**config.mk**
```make
export PLATFORM = sky130hd
export DESIGN_NAME = ps2_key_rx
export DESIGN_NICKNAME = d
export VERILOG_FILES = /design/src/rtl/ps2_rx_pkg.sv /design/src/rtl/ps2_line_sync.sv /design/src/rtl/ps2_frame_rx.sv /design/src/rtl/ps2_key_decode.sv /design/src/rtl/ps2_key_rx.sv
export SDC_FILE = /design/constraint.sdc
export NUM_CORES = 1
export LEC_CHECK = 0
export ABC_AREA = 1
export BUFFER_PORTS_ARGS = -buffer_cell sky130_fd_sc_hd__buf_2
export CAP_MARGIN = 5
export CORE_MARGIN = 2
export CORE_UTILIZATION = 60
export DETAILED_ROUTE_END_ITERATION = 16
export PLACE_DENSITY = 0.79
export SETUP_SLACK_MARGIN = 0.5
export SLEW_MARGIN = 20
export SYNTH_ARGS = -nofsm -noshare
export SYNTH_HDL_FRONTEND = slang
export SYNTH_SLANG_ARGS = --single-unit
```
**constraint.sdc**
```tcl
create_clock -name clk -period 1.9 [get_ports clk]
set_clock_uncertainty 0.1 [all_clocks]
set_input_delay 0 -clock clk [delete_from_list [all_inputs] [get_ports clk]]
set_output_delay 0 -clock clk [all_outputs]
set_load 0.05 [all_outputs]
```
**src/rtl/ps2_rx_pkg.sv**
```systemverilog
package ps2_rx_pkg;
  localparam logic [7:0] PFX_EXTENDED = 8'hE0;
  localparam logic [7:0] PFX_RELEASE  = 8'hF0;
  localparam int         WORD_BITS    = 11;

  typedef struct packed {
    logic       ext;
    logic       rel;
    logic [7:0] code;
  } key_evt_t;
endpackage

```
**src/rtl/ps2_line_sync.sv**
```systemverilog
module ps2_line_sync #(
  parameter int SYNC_STAGES = 2,
  parameter int FILT_LEN    = 8
) (
  input  logic clk,
  input  logic rst_n,
  input  logic clk_raw,
  input  logic dat_raw,
  output logic dat_s,
  output logic fall
);
  localparam int CW = (FILT_LEN > 2) ? $clog2(FILT_LEN) : 1;

  logic [1:0]             raw_w;
  logic [SYNC_STAGES-1:0] chain [2];
  logic                   clk_s;
  logic                   filt, filt_d;
  logic [CW-1:0]          run_cnt;

  assign raw_w = {dat_raw, clk_raw};

  for (genvar g = 0; g < 2; g++) begin : g_sync
    always_ff @(posedge clk or negedge rst_n) begin
      if (!rst_n) chain[g] <= '1;
      else        chain[g] <= {chain[g][SYNC_STAGES-2:0], raw_w[g]};
    end
  end

  assign clk_s = chain[0][SYNC_STAGES-1];
  assign dat_s = chain[1][SYNC_STAGES-1];

  always_ff @(posedge clk or negedge rst_n) begin
    if (!rst_n) begin
      filt    <= 1'b1;
      filt_d  <= 1'b1;
      run_cnt <= '0;
    end else begin
      filt_d <= filt;
      if (clk_s != filt) begin
        if (run_cnt == CW'(FILT_LEN - 1)) begin
          filt    <= clk_s;
          run_cnt <= '0;
        end else begin
          run_cnt <= run_cnt + 1'b1;
        end
      end else begin
        run_cnt <= '0;
      end
    end
  end

  assign fall = filt_d & ~filt;

  AST_FALL_SINGLE: assert property (@(posedge clk) disable iff (!rst_n) fall |=> !fall);
  AST_FILT_RUN: assert property (@(posedge clk) disable iff (!rst_n) $fell(filt) |-> (!$past(clk_s, 1) && !$past(clk_s, 2)));
endmodule

```
**src/rtl/ps2_frame_rx.sv**
```systemverilog
module ps2_frame_rx
  import ps2_rx_pkg::*;
#(
  parameter int TIMEOUT_CYC = 100000
) (
  input  logic       clk,
  input  logic       rst_n,
  input  logic       fall,
  input  logic       dat_s,
  output logic       byte_vld,
  output logic [7:0] byte_q,
  output logic       frame_err,
  output logic       parity_err
);
  localparam int TW = $clog2(TIMEOUT_CYC + 1);
  localparam int BW = $clog2(WORD_BITS + 1);

  logic [BW-1:0]          bit_cnt;
  logic [WORD_BITS-2:0]   shreg;
  logic [TW-1:0]          idle_cnt;
  logic [WORD_BITS-1:0]   word;

  assign word = {dat_s, shreg};

  always_ff @(posedge clk or negedge rst_n) begin
    if (!rst_n) begin
      bit_cnt    <= '0;
      shreg      <= '0;
      idle_cnt   <= '0;
      byte_vld   <= 1'b0;
      byte_q     <= '0;
      frame_err  <= 1'b0;
      parity_err <= 1'b0;
    end else begin
      byte_vld   <= 1'b0;
      frame_err  <= 1'b0;
      parity_err <= 1'b0;
      if (fall) begin
        idle_cnt <= '0;
        if (bit_cnt == BW'(WORD_BITS - 1)) begin
          bit_cnt <= '0;
          if (word[0] || !word[WORD_BITS-1]) frame_err <= 1'b1;
          else if (!(^word[9:1]))            parity_err <= 1'b1;
          else begin
            byte_vld <= 1'b1;
            byte_q   <= word[8:1];
          end
        end else begin
          bit_cnt <= bit_cnt + 1'b1;
          shreg   <= {dat_s, shreg[WORD_BITS-2:1]};
        end
      end else if (bit_cnt != '0) begin
        if (idle_cnt >= TW'(TIMEOUT_CYC - 1)) begin
          bit_cnt  <= '0;
          idle_cnt <= '0;
        end else begin
          idle_cnt <= idle_cnt + 1'b1;
        end
      end
    end
  end

  AST_BITCNT_MAX: assert property (@(posedge clk) disable iff (!rst_n) bit_cnt <= BW'(WORD_BITS - 1));
  AST_ONE_OUTCOME: assert property (@(posedge clk) disable iff (!rst_n) $onehot0({byte_vld, frame_err, parity_err}));
  AST_TIMEOUT_CLEAR: assert property (@(posedge clk) disable iff (!rst_n) (!fall && bit_cnt != '0 && idle_cnt == TW'(TIMEOUT_CYC - 1)) |=> bit_cnt == '0);
endmodule

```
**src/rtl/ps2_key_decode.sv**
```systemverilog
module ps2_key_decode
  import ps2_rx_pkg::*;
(
  input  logic     clk,
  input  logic     rst_n,
  input  logic     byte_vld,
  input  logic [7:0] byte_q,
  input  logic     word_err,
  output key_evt_t evt,
  output logic     evt_valid,
  input  logic     evt_ready
);
  logic ext_p, rel_p;
  logic is_pfx, take;

  assign is_pfx = (byte_q == PFX_EXTENDED) || (byte_q == PFX_RELEASE);
  assign take   = byte_vld && !is_pfx;

  always_ff @(posedge clk or negedge rst_n) begin
    if (!rst_n) begin
      ext_p <= 1'b0;
      rel_p <= 1'b0;
    end else if (word_err) begin
      ext_p <= 1'b0;
      rel_p <= 1'b0;
    end else if (byte_vld) begin
      if (byte_q == PFX_EXTENDED)     ext_p <= 1'b1;
      else if (byte_q == PFX_RELEASE) rel_p <= 1'b1;
      else begin
        ext_p <= 1'b0;
        rel_p <= 1'b0;
      end
    end
  end

  always_ff @(posedge clk or negedge rst_n) begin
    if (!rst_n) begin
      evt       <= '0;
      evt_valid <= 1'b0;
    end else begin
      if (evt_valid && evt_ready) evt_valid <= 1'b0;
      if (take && (!evt_valid || evt_ready)) begin
        evt       <= '{ext: ext_p, rel: rel_p, code: byte_q};
        evt_valid <= 1'b1;
      end
    end
  end

  AST_HOLD_STABLE: assert property (@(posedge clk) disable iff (!rst_n) (evt_valid && !evt_ready) |=> (evt_valid && $stable(evt)));
  AST_PREFIX_SILENT: assert property (@(posedge clk) disable iff (!rst_n) (byte_vld && is_pfx && !evt_valid) |=> !evt_valid);
  AST_ACCEPT_LOAD: assert property (@(posedge clk) disable iff (!rst_n) (evt_valid && evt_ready && take) |=> evt_valid);
endmodule

```
**src/rtl/ps2_key_rx.sv**
```systemverilog
module ps2_key_rx
  import ps2_rx_pkg::*;
#(
  parameter int SYNC_STAGES = 2,
  parameter int FILT_LEN    = 8,
  parameter int TIMEOUT_CYC = 100000
) (
  input  logic       clk,
  input  logic       rst_n,
  input  logic       ps2_clk_i,
  input  logic       ps2_dat_i,
  output logic       evt_valid,
  input  logic       evt_ready,
  output logic [7:0] evt_code,
  output logic       evt_ext,
  output logic       evt_rel,
  output logic       frame_err,
  output logic       parity_err
);
  logic       dat_s, fall;
  logic       byte_vld;
  logic [7:0] byte_q;
  key_evt_t   evt;

  ps2_line_sync #(.SYNC_STAGES(SYNC_STAGES), .FILT_LEN(FILT_LEN)) sync_i (
    .clk(clk), .rst_n(rst_n), .clk_raw(ps2_clk_i), .dat_raw(ps2_dat_i),
    .dat_s(dat_s), .fall(fall)
  );

  ps2_frame_rx #(.TIMEOUT_CYC(TIMEOUT_CYC)) frame_i (
    .clk(clk), .rst_n(rst_n), .fall(fall), .dat_s(dat_s),
    .byte_vld(byte_vld), .byte_q(byte_q),
    .frame_err(frame_err), .parity_err(parity_err)
  );

  ps2_key_decode dec_i (
    .clk(clk), .rst_n(rst_n), .byte_vld(byte_vld), .byte_q(byte_q),
    .word_err(frame_err | parity_err),
    .evt(evt), .evt_valid(evt_valid), .evt_ready(evt_ready)
  );

  assign evt_code = evt.code;
  assign evt_ext  = evt.ext;
  assign evt_rel  = evt.rel;

  AST_ERR_NO_EVENT: assert property (@(posedge clk) disable iff (!rst_n) (frame_err && !evt_valid) |=> !evt_valid);
endmodule

```
# ---- Word-level counts from Yosys, hierarchy flattened
# Cells that the tools add are included.
dict set report totals {
  regBits 64
  out_inout_bits 13
}
dict set report op_classes {
  muxes 30
  reduce_logical 21
  n_bitwise 5
  eq_ne 7
  add_sub_neg 3
  n_lt_le_gt_ge 1
}
# op n
set op_table {}
lappend op_table {{$mux W17} 3}
lappend op_table {{$mux W1} 21}
lappend op_table {{$add A17 B1 Y17 const B} 1}
lappend op_table {{$ge A17 B17 Y1 const B} 1}
lappend op_table {{$eq A8 B8 Y1 const B} 2}
lappend op_table {{$mux W4} 4}
lappend op_table {{$reduce_and A2 Y1} 5}
lappend op_table {{$reduce_xor A9 Y1} 1}
lappend op_table {{$reduce_bool A2 Y1} 4}
lappend op_table {{$mux W3} 2}
lappend op_table {{$add A4 B1 Y4 const B} 1}
lappend op_table {{$eq A4 B4 Y1 const B} 1}
lappend op_table {{$reduce_and A4 Y1} 1}
lappend op_table {{$reduce_bool A4 Y1} 1}
lappend op_table {{$add A3 B1 Y3 const B} 1}
lappend op_table {{$eq A3 B3 Y1 const B} 1}
lappend op_table {{$logic_and A1 B1 Y1} 3}
lappend op_table {{$logic_not A1 Y1} 3}
lappend op_table {{$logic_or A1 B1 Y1} 3}
lappend op_table {{$ne A3 B1 Y1 const B} 1}
lappend op_table {{$not A1 Y1} 3}
lappend op_table {{$ne A2 B1 Y1 const B} 1}
lappend op_table {{$and A1 B1 Y1} 1}
lappend op_table {{$ne A1 B1 Y1} 1}
lappend op_table {{$or A1 B1 Y1} 1}

# ---- Logic depth before layout (Yosys ltp)
# Gate-level depths: netlist (run 1).
dict set report depth {
  ltp_word 6
  depth_mapped 12
  mapped_depth_nobuf 11
}

# ---- Hierarchy
# From an unflattened synthesis (run 1), not the netlist that was laid out.
dict set report unflattened {
  cells_unflattened 375
  area_unflattened_um2 3209.3
}
# module seq_area_each_um2 n_inst area_per_inst_um2 cells_each
set modules_own_cells {}
lappend modules_own_cells {ps2_frame_rx 1051.0 1 2270.9 277}
lappend modules_own_cells {ps2_key_decode 325.3 1 609.3 69}
lappend modules_own_cells {ps2_line_sync 232.7 1 317.8 26}
lappend modules_own_cells {ps2_key_rx 0.0 1 11.3 3}

# ---- Worst setup path before layout (run 1)
# No wires, ideal clock.
dict set report synth_path {
  kind {register -> register}
  startpoint {register sync_i.filt}
  endpoint {register frame_i.idle_cnt[10]}
  setup_slack_ns 0.371
  path_buffers 0
  stages_incl_launch_ff 10
  t_arrival_ns 1.307
  period_less_slack_ns 1.529
  t_required_ns 1.678
  cell_sequence {dfstp_2 > inv_1 > nand2_1 > nand3_2 > nand2_1 > nor2_2 > inv_1 > nor2_1 > o21ai_0 > nor2_2}
}
dict set report synth_between {
  elab_chain_len 3
  word_cells_on_any_way 4
}
# item line
set synth_rtl {}
lappend synth_rtl {{start, declared} ps2_line_sync.sv:17} ;# logic filt, filt_d;
lappend synth_rtl {{start signal, assigned} ps2_line_sync.sv:41} ;# filt <= clk_s;
lappend synth_rtl {{$not A1 Y1 *} ps2_line_sync.sv:52} ;# assign fall = filt_d & ~filt;
lappend synth_rtl {{$and A1 B1 Y1 *} ps2_line_sync.sv:52}
lappend synth_rtl {{$mux W17 or $reduce_bool A2 Y1 (tied branches)} n/a}
lappend synth_rtl {{end signal, assigned} ps2_frame_rx.sv:57} ;# idle_cnt <= idle_cnt + 1'b1;
lappend synth_rtl {{end, declared} ps2_frame_rx.sv:20} ;# logic [TW-1:0] idle_cnt;
# Every way passes the cells marked *; elsewhere a longest branch is shown, timed or not.
# A chain may end at the register's enable or synchronous reset.

# ---- Worst setup path in the final report (run 1)
dict set report layout_path {
  startpoint {register frame_i.idle_cnt[1]}
  endpoint {register frame_i.idle_cnt[10]}
}
dict set report layout_between {
  elab_chain_len 4
  word_cells_on_any_way 5
}
# item line
set layout_rtl {}
lappend layout_rtl {{$add A17 B1 Y17 or $ge A17 B17 Y1 (tied branches)} {ps2_frame_rx.sv:57, ps2_frame_rx.sv:53}}
lappend layout_rtl {{$mux W17 *} ps2_frame_rx.sv:53} ;# if (idle_cnt >= TW'(TIMEOUT_CYC - 1)) begin
lappend layout_rtl {{$mux W17 *} ps2_frame_rx.sv:52} ;# end else if (bit_cnt != '0) begin
lappend layout_rtl {{$mux W17 *} ps2_frame_rx.sv:38} ;# if (fall) begin
# Every way passes the cells marked *; elsewhere a longest branch is shown, timed or not. The select of a mux whose other input is x is not followed.

==> flow_summary.json, run 1 <==
{
  "status": "complete, no violations",
  "fin_crit_ns": 1.81,
  "die-width_um": 76.5,
  "cpPeakStageDelay_ns": 0.52,
  "cp_slowest_cell": "dfrtp_1",
  "drv_cap": 0,
  "required_ns": 2.09,
  "cp.arrival_ns": 2.00,
  "startpoint_type": "flip-flop",
  "hold_path_class": "in2async",
  "rows": 26,
  "worstSetupPathType": "reg2reg",
  "end_kind": "flip-flop",
  "first_global_vias": 2932,
  "drive_above_1_share": 0.463,
  "place_hpwl_mm": 4.20,
  "cp_cell_sequence": "ha_4, nand3_4, nor2_2, nand2_2, nor2_4, inv_1, nor2_1, o21ai_1, nor2_2",
  "synth.distinct_cells": 28,
  "period_share": 0.952,
  "antennaDiodeCount": 0,
  "syn_area_um2": 3160,
  "critPathMostFrequentCell": "nor2_2",
  "use_met2": 0.491,
  "clkSinkCount": 64,
  "final_nets": 490,
  "synth_common_cells": "nand2_1 (129), dfrtp_1 (58), inv_1 (47)",
  "antenna_found_initial": 0,
  "met3_usage": 0.0616,
  "p_per_area_nw_per_um2": 1220,
  "area_delta_synth_final_pct": 44.9,
  "drt_wl_total_mm": 12.0,
  "core_area_um2": 5110,
  "synth_top_cell_by_area": "dfrtp_1",
  "grtUsageMet1": 0.394,
  "cts.root.buffer_cell": "clkbuf_8",
  "setup_viol": 0,
  "synth_top_area_frac": 0.460,
  "ys_seq_elements": 64,
  "initial_core_util": 0.618,
  "drc": 0,
  "grtUsageTotal": 0.304,
  "yosysMostFrequentCell": "nand2_1",
  "htreeDepth": 3,
  "drtIter0Drc": 636,
  "numCtsBuffers": 9,
  "grt-busiest-layer": "met2",
  "cellLeakagePower_nw": 2.17,
  "synth_warnings": 0,
  "timing.fmax_ghz": 0.553,
  "postLayoutCellArea_um2": 4570,
  "async_reset_ff_frac": 1.00,
  "syn_inst": 397,
  "final_max_slew_viol_count": 0,
  "max-vdd-ir-drop_mv": 0.978,
  "first_pass_iters": 8,
  "cp_max_fo": 4,
  "synth.net_count": 408,
  "wl_per_cell_um": 21.7,
  "io_buffers": 17,
  "gp_congestion": 0.868,
  "synthTopCellsByArea": "dfrtp_1 (46%), nand2_1 (15%), inv_1 (5.6%), dfstp_2 (5.0%), o21ai_0 (4.6%)",
  "placed_cell_area_um2": 3360,
  "slew_headroom": 0.731,
  "synth.avg_cell_area_um2": 7.95,
  "die_h_um": 76.5,
  "io_pins": 18,
  "synth_edf_count": 0,
  "vias": 3517,
  "grt-ovfl-total": 0,
  "fin_setup_tns_ns": 0,
  "path_clk_slew_ns": 0.08,
  "postLayoutCoreUtil": 0.895,
  "clockBufferDepth": 2,
  "grt_setup_unrepaired": "yes",
  "dominantRegCellSynth": "dfrtp_1",
  "grt_max_degree": 65,
  "ant_nets": 0,
  "routed_via_density": 6.35,
  "hold_violations": 0,
  "grt_pass1_wl_mm": 13.9,
  "yosysSeqAreaShare": 0.510,
  "worst_pin_slew_ns": 0.400,
  "dieArea_um2": 5860,
  "insertion_delay_ns": 0.36,
  "cts_tree": "yes"
}
[layout make-up]
class,count,area (um2)
clock buffers,13,159
clock inverters,3,65.1
fillers,180,534
inverters,54,218
multi-input cells,276,1860
flip-flops and latches,64,1620
well taps,70,87.6
repair buffers,72,554
repair inverters,2,16.3
[sequential cells by signal, summed over array words and instances (netlist names), 3 cells and up]
register	cells
sync_i.chain	3
frame_i.shreg	10
frame_i.idle_cnt	17
sync_i.run_cnt	3
frame_i.byte_q	8
frame_i.bit_cnt	4
dec_i.evt	10
[routing by layer]
layer	share of wire	up-vias	wire length, um
met5	0	-	0
met4	0.092	0	1110
met3	0.11	131	1310
met2	0.45	358	5430
met1	0.35	1613	4170
li1	-	1415	-
[kinds of logic (layout without fill, tap and decap cells)]
kind of cell | after synthesis | after routing | share of synthesized area
AO/OA/AOI/OAI | 37 | 37 | 0.0622
XOR/XNOR | 9 | 9 | 0.0250
adder cells (fa/ha/maj) | 6 | 6 | 0.0238
buffers and inverters | 60 | 144 | 0.0765
flip-flops | 64 | 64 | 0.510
AND/OR/NAND/NOR | 221 | 224 | 0.303
[what timing repair did]
item / in CTS / in global routing
gates cloned: 7 / 1
buffers inserted: 29 / 16
endpoints found under the hold margin: 67 / 0
hold buffers: 4 / 0
resized for setup: 61 / 111
pin swaps: 15 / 32
setup endpoints to repair: 51 / 49
[power breakdown]
group          switching (mW)  total (mW)  internal (mW)
combinational            1.50        2.42          0.914
sequential              0.223        1.77           1.55
clock                   0.562        1.37          0.810
[worst max-delay path, delay by kind of cell (launching register included)]
kind                     cells  cell delay (ns)
AND/OR/NAND/NOR              6             0.71
AO/OA/AOI/OAI                1             0.10
buffers and inverters        1             0.07
adder cells (fa/ha/maj)      1             0.23
flip-flops                   1             0.52
[cell usage in the layout, fill, tap and decap left out, types with 9 or more instances in the layout]
cell type / count
nand2_1: 84
dfrtp_1: 53
buf_4: 42
inv_1: 33
nand2_2: 29
nor2_1: 23
nand2_4: 20
inv_2: 19
nor2_2: 17
buf_2: 17
o21ai_0: 13
nand3_1: 11
clkbuf_8: 11
nand3_4: 10
o21ai_1: 9
[final timing paths]
check                                         start                    to  slack, ns  depth (start not counted)
worst min-delay path                          rst_n     sync_i.run_cnt[2]       0.12                          3
worst max-delay path            frame_i.idle_cnt[1]  frame_i.idle_cnt[10]       0.09                          9
worst min register to register      sync_i.chain[2]       sync_i.chain[3]       0.25                          0
worst max register to register  frame_i.idle_cnt[1]  frame_i.idle_cnt[10]       0.09                          9
min in group clk                          ps2_dat_i       sync_i.chain[0]       0.18                          2
max in group asynchronous                     rst_n       sync_i.chain[0]       1.26                          3
[stage by stage]
stage          power (mW)  hold slack, ns  std cells  worst slack, ns
4_1_cts              4.73           0.108        537            0.374
3_3_place_gp         2.78         -0.0644        481            0.251
3_5_place_dp         2.84         -0.0649        481            0.202
5_1_grt              5.74           0.153        554           0.0490
2_1_floorplan        2.61          -0.396        397            0.402
6_report             5.56           0.115        554           0.0916
Note: power is estimated with default switching activity, not from simulation.
==> run 2: changes to the inputs <==
--- a/config.mk
+++ b/config.mk
@@ -6,11 +6,11 @@
 export NUM_CORES = 1
 export LEC_CHECK = 0
 export ABC_AREA = 1
-export BUFFER_PORTS_ARGS = -buffer_cell sky130_fd_sc_hd__buf_2
 export CAP_MARGIN = 5
 export CORE_MARGIN = 2
-export CORE_UTILIZATION = 60
+export CORE_UTILIZATION = 63
 export DETAILED_ROUTE_END_ITERATION = 16
+export DONT_BUFFER_PORTS = 1
 export PLACE_DENSITY = 0.79
 export SETUP_SLACK_MARGIN = 0.5
 export SLEW_MARGIN = 20
==> run 2 against run 1 <==
The run now ends with negative hold slack left. Power is 8.3% lower. Worst hold slack got worse by 0.89 ns. Global-route usage fell by 4.0 points. First-iteration DRC count fell by 51%. Fmax increased by 11%. Clock power down 15%. Clock-buffer cell count is the same. Combinational power is 9.5% lower. Critical endpoint is now frame_i.byte_q[0].
==> flow_summary.json, run 2 (synthesized netlist as in run 1, its figures left out) <==
{
  "routed_via_density": 5.76,
  "cts_tree": "yes",
  "postLayoutCellArea_um2": 4240,
  "fin_crit_ns": 1.63,
  "p_per_area_nw_per_um2": 1200,
  "hold_path_class": "in2async",
  "top_layer": "met4",
  "die_h_um": 74.8,
  "grt_pass1_wl_mm": 10.8,
  "clockBufferDepth": 2,
  "swShare": 0.409,
  "cpPeakStageDelay_ns": 0.45,
  "worst-path-buf-inv": 2,
  "cts.root.buffer_cell": "clkbuf_8",
  "end_kind": "flip-flop",
  "critPathMostFrequentCell": "nand2_1",
  "first_global_vias": 2437,
  "period_share": 0.860,
  "io_buffers": 0,
  "area_delta_synth_final_pct": 34.4,
  "ant_nets": 0,
  "drt_wl_total_mm": 9.22,
  "cp_cell_sequence": "inv_1, nand2_1, nand2_1, nand2_1, nand2_1, inv_2, nand3_4, nand3_4, nand2_1, nand2_1",
  "clockPowerShare": 0.230,
  "path_clk_slew_ns": 0.07,
  "max_flop_register": "frame_i.idle_cnt",
  "grt-ovfl-total": 0,
  "postLayoutCoreUtil": 0.887,
  "cp_slowest_cell": "dfrtp_1",
  "timing.fmax_ghz": 0.612,
  "seqPwrFrac": 0.341,
  "worst_pin_slew_ns": 0.536,
  "clkSinkCount": 64,
  "p_sw_mw": 2.09,
  "drv_cap": 0,
  "place_hpwl_mm": 3.86,
  "slew_headroom": 0.643,
  "final_cell_mix": "nand2_1 (90), dfrtp_1 (53), inv_1 (35)",
  "drc": 0,
  "worstSetupPathType": "reg2reg",
  "setup_viol": 0,
  "cellLeakagePower_nw": 1.95,
  "final_nets": 457,
  "largest_reg_flops": 17,
  "hold_violations": 64,
  "rows": 25,
  "numCtsBuffers": 9,
  "cp.arrival_ns": 1.79,
  "whs_ns": -0.770,
  "multi_input_area_um2": 1770,
  "io_pins": 18,
  "place_inst": 461,
  "die-width_um": 74.8,
  "htreeDepth": 3,
  "core_area_um2": 4790,
  "fill_cells": 210,
  "first_pass_iters": 5,
  "final_max_slew_viol_count": 0,
  "gp_congestion": 0.867,
  "initial_core_util": 0.660,
  "fin_setup_tns_ns": 0,
  "largestRegisters": "frame_i.idle_cnt: 17 flops, dec_i.evt: 10 flops, frame_i.shreg: 10 flops",
  "fin_ws_ns": 0.267,
  "grt_max_degree": 65,
  "ctsHoldBuffers": 3,
  "place_ws_ns": 0.163,
  "drive_above_1_share": 0.401,
  "drtIter0Drc": 311,
  "wl_per_cell_um": 17.8,
  "m1WireLength_mm": 3.52,
  "layout.cells.non_filler": 518,
  "dr_wl_met3_um": 672,
  "max-vdd-ir-drop_mv": 0.996,
  "insertion_delay_ns": 0.36,
  "internal_power_mw": 3.01,
  "startpoint_type": "flip-flop",
  "finalPower_mw": 5.10,
  "regArea_um2": 1620,
  "violations": "negative hold slack",
  "cp_max_fo": 5,
  "placed_cell_area_um2": 3260,
  "pwr-share-comb": 0.428,
  "required_ns": 2.05,
  "final_common_cell": "nand2_1",
  "vias": 2986,
  "grt_setup_unrepaired": "yes",
  "cp_top_family": "simple AND/OR/NAND/NOR gates",
  "dr_wl_met2_mm": 4.72,
  "antennaDiodeCount": 0,
  "status": "complete, but fails checks",
  "antenna_found_initial": 0,
  "grtUsageTotal": 0.264,
  "dieArea_um2": 5590
}
[run 2: repair_timing]
item,4_1_cts,5_1_grt
gates cloned,6,2
gates resized for setup,53,100
hold endpoints to repair,67,64
pin swaps,15,21
buffers inserted,17,13
endpoints found under the setup margin,51,52
[run 2: area by class of cell]
| type | instances | area share |
|---|---|---|
| inverter | 54 | 0.0525 |
| timing repair inverter | 2 | 0.00383 |
| tap | 67 | 0.0198 |
| clock buffer | 13 | 0.0351 |
| sequential | 64 | 0.381 |
| timing repair buffer | 40 | 0.0805 |
| multi-input combinational | 275 | 0.418 |
| clock inverter | 3 | 0.0100 |
[run 2: per-layer routing]
metal,vias up,global-route usage
li1,1344,-
met5,-,0
met3,31,0.0696
met4,0,0.127
met1,1446,0.324
met2,165,0.437
[run 2: worst reg2reg max path, stage by stage, from the launching register on]
cell     delay (ns)
dfrtp_1        0.45
inv_1          0.16
nand2_1        0.11
nand2_1        0.09
nand2_1        0.06
nand2_1        0.15
inv_2          0.07
nand3_4        0.11
nand3_4        0.11
nand2_1        0.08
nand2_1        0.04
[run 2: worst paths after layout]
path                       cells after the start        startpoint             endpoint  slack [ns]
max                                           10  frame_i.shreg[5]    frame_i.byte_q[0]        0.27
min                                            0             rst_n  frame_i.idle_cnt[9]       -0.77
min in group clk                               1         ps2_dat_i      sync_i.chain[0]        0.09
max in group asynchronous                      0             rst_n         sync_i.dat_s        2.26
min reg2reg                                    0   sync_i.chain[0]         sync_i.dat_s        0.26
max reg2reg                                   10  frame_i.shreg[5]    frame_i.byte_q[0]        0.27
[run 2: power groups by stage]
stage	Sequential, mW	Combinational [mW]	Clock (mW)
5_1_grt	1.76	2.31	1.23
3_3_place_gp	1.72	1.03	0
3_5_place_dp	1.73	1.07	0
6_report	1.74	2.19	1.17
2_1_floorplan	1.69	0.915	0
4_1_cts	1.70	1.54	1.16
==> run 3: changes to the inputs <==
--- a/config.mk
+++ b/config.mk
@@ -7,12 +7,11 @@
 export LEC_CHECK = 0
 export ABC_AREA = 1
 export CAP_MARGIN = 5
-export CORE_MARGIN = 2
 export CORE_UTILIZATION = 63
 export DETAILED_ROUTE_END_ITERATION = 16
 export DONT_BUFFER_PORTS = 1
 export PLACE_DENSITY = 0.79
-export SETUP_SLACK_MARGIN = 0.5
+export SETUP_SLACK_MARGIN = 0.05
 export SLEW_MARGIN = 20
 export SYNTH_ARGS = -nofsm -noshare
 export SYNTH_HDL_FRONTEND = slang
==> constraint.sdc (replaced) <==
create_clock -name clk -period 1.9 [get_ports clk]
set_clock_uncertainty 0.1 [all_clocks]
set_input_delay 0 -clock clk [delete_from_list [all_inputs] [get_ports clk]]
set_output_delay 0 -clock clk [all_outputs]
set_load 0.02 [all_outputs]
==> run 3 against run 2 <==
The flow now finishes without violations. Wire length fell by 36%. Clock-buffer cell count fell by 3. Die area fell by 5.3%. Highest routed layer unchanged.
==> flow_summary.json, run 3 (synthesized netlist as in run 1, its figures left out) <==
{
  "insertion_delay_ns": 0.34,
  "place_hpwl_mm": 3.90,
  "worstSetupPathType": "reg2reg",
  "cts_tree": "yes",
  "finalPower_mw": 4.14,
  "final_max_slew_viol_count": 0,
  "grt_pass1_wl_mm": 10.1,
  "end_kind": "flip-flop",
  "critPathMostFrequentCell": "nand2_1",
  "max-vdd-ir-drop_mv": 0.826,
  "area_delta_synth_final_pct": 11.9,
  "dieArea_um2": 5300,
  "cellLeakagePower_nw": 1.74,
  "grt-ovfl-total": 0,
  "final_common_cell": "nand2_1",
  "clockBufferDepth": 2,
  "timing.fmax_ghz": 0.591,
  "drv_cap": 0,
  "hold_violations": 0,
  "cp_max_fo": 9,
  "vias": 2484,
  "drt_wl_total_mm": 5.89,
  "multi_input_area_um2": 1310,
  "clkSinkCount": 64,
  "wl_per_cell_um": 12.2,
  "path_clk_slew_ns": 0.07,
  "numCtsBuffers": 9,
  "postLayoutCellArea_um2": 3530,
  "htreeDepth": 3,
  "rows": 25,
  "die_h_um": 72.8,
  "r2r_slack_ns": 0.21,
  "io_buffers": 0,
  "slew_headroom": 0.795,
  "drc": 0,
  "io_pins": 18,
  "cpPeakStageDelay_ns": 0.40,
  "worst_pin_slew_ns": 0.308,
  "largestRegisters": "frame_i.idle_cnt: 17 flops, dec_i.evt: 10 flops, frame_i.shreg: 10 flops",
  "whs_ns": 0.102,
  "cts.root.buffer_cell": "clkbuf_8",
  "fin_setup_tns_ns": 0,
  "first_pass_iters": 4,
  "grtUsageTotal": 0.256,
  "routed_via_density": 5.15,
  "placed_cell_area_um2": 3230,
  "setup_viol": 0,
  "cp_cell_sequence": "inv_1, ha_1, nand3_1, nor2_1, nand2_1, clkinv_1, nand3_2, nand2_1, nand2_1",
  "grt_setup_unrepaired": "no",
  "p_per_area_nw_per_um2": 1170,
  "die-width_um": 72.8,
  "largest_reg_flops": 17,
  "ant_nets": 0,
  "startpoint_type": "flip-flop",
  "antennaDiodeCount": 0,
  "status": "complete, no violations",
  "drive_above_1_share": 0.125,
  "regArea_um2": 1610,
  "fill_cells": 358,
  "final_nets": 421,
  "hold_path_class": "in2reg",
  "gp_congestion": 0.866,
  "grt_max_degree": 65,
  "required_ns": 2.03,
  "cp.arrival_ns": 1.82,
  "antenna_found_initial": 0,
  "max_flop_register": "frame_i.idle_cnt",
  "fin_crit_ns": 1.69,
  "core_area_um2": 4790,
  "initial_core_util": 0.660,
  "first_global_vias": 2335,
  "cp_slowest_cell": "dfrtp_1",
  "drtIter0Drc": 234,
  "final_cell_mix": "nand2_1 (129), dfrtp_1 (58), inv_1 (47)",
  "period_share": 0.891
}
[run 3: changes by cell type in the layout (fill, tap and decap cells not counted), sizes merged]
cell         previous run  this run
dlygate4sd3             3         4
clkbuf                 13        10
clkinvlp                1         2
nand3                  28        27
clkinv                  4         3
bufinv                  1         2
nand2                 135       134
buf                    37         4
[run 3: cell type report]
type | count | area share
flip-flops and latches | 64 | 0.456
repair buffers | 8 | 0.0255
well taps | 67 | 0.0237
clock inverters | 6 | 0.0262
inverters | 54 | 0.0581
multi-input cells | 273 | 0.372
clock buffers | 10 | 0.0390
[run 3: what timing repair did]
action | in CTS | in global routing
gates resized for setup | 0 | 1
setup endpoints to repair | 0 | 6
hold buffers | 5 | 0
hold endpoints to repair | 67 | 0
buffers inserted | 0 | 0
[run 3: critical path: cells and delay by family (launching register included)]
family	cells	cell delay [ns]
adders and majority gates	1	0.16
buffers and inverters	2	0.28
DFF	1	0.40
and+or+nand+nor	6	0.65
[run 3: metal layers]
| metal | vias to the layer above | GRT usage | wire, um |
|---|---|---|---|
| li1 | 1265 | - | - |
| met1 | 1153 | 0.352 | 2840 |
| met2 | 59 | 0.391 | 2740 |
| met3 | 7 | 0.0677 | 234 |
| met4 | 0 | 0.0937 | 75 |
| met5 | - | 0 | 0 |
[run 3: worst paths after layout]
| kind | start | end | cells after the start |
|---|---|---|---|
| max | frame_i.bit_cnt[0] | frame_i.byte_q[6] | 9 |
| min | ps2_dat_i | sync_i.chain[0] | 1 |
| max reg2reg | frame_i.bit_cnt[0] | frame_i.byte_q[6] | 9 |
| min reg2reg | sync_i.chain[2] | sync_i.chain[3] | 0 |
| max in group asynchronous | rst_n | sync_i.dat_s | 2 |
| min in group asynchronous | rst_n | dec_i.rel_p | 2 |
[run 3: through the flow]
step	cells	utilization	setup slack [ns]
after global routing	482	0.738	0.0484
final	482	0.738	0.208
after global placement	461	0.674	0.209
after detailed placement	461	0.674	0.141
after CTS	482	0.736	0.131
after floorplan	397	-	0.371
[run 3: where the power goes]
group	switching (mW)	internal [mW]	total [mW]
Clock	0.549	0.778	1.33
Sequential	0.152	1.54	1.70
Combinational	0.744	0.368	1.11
Total	1.44	2.69	4.14
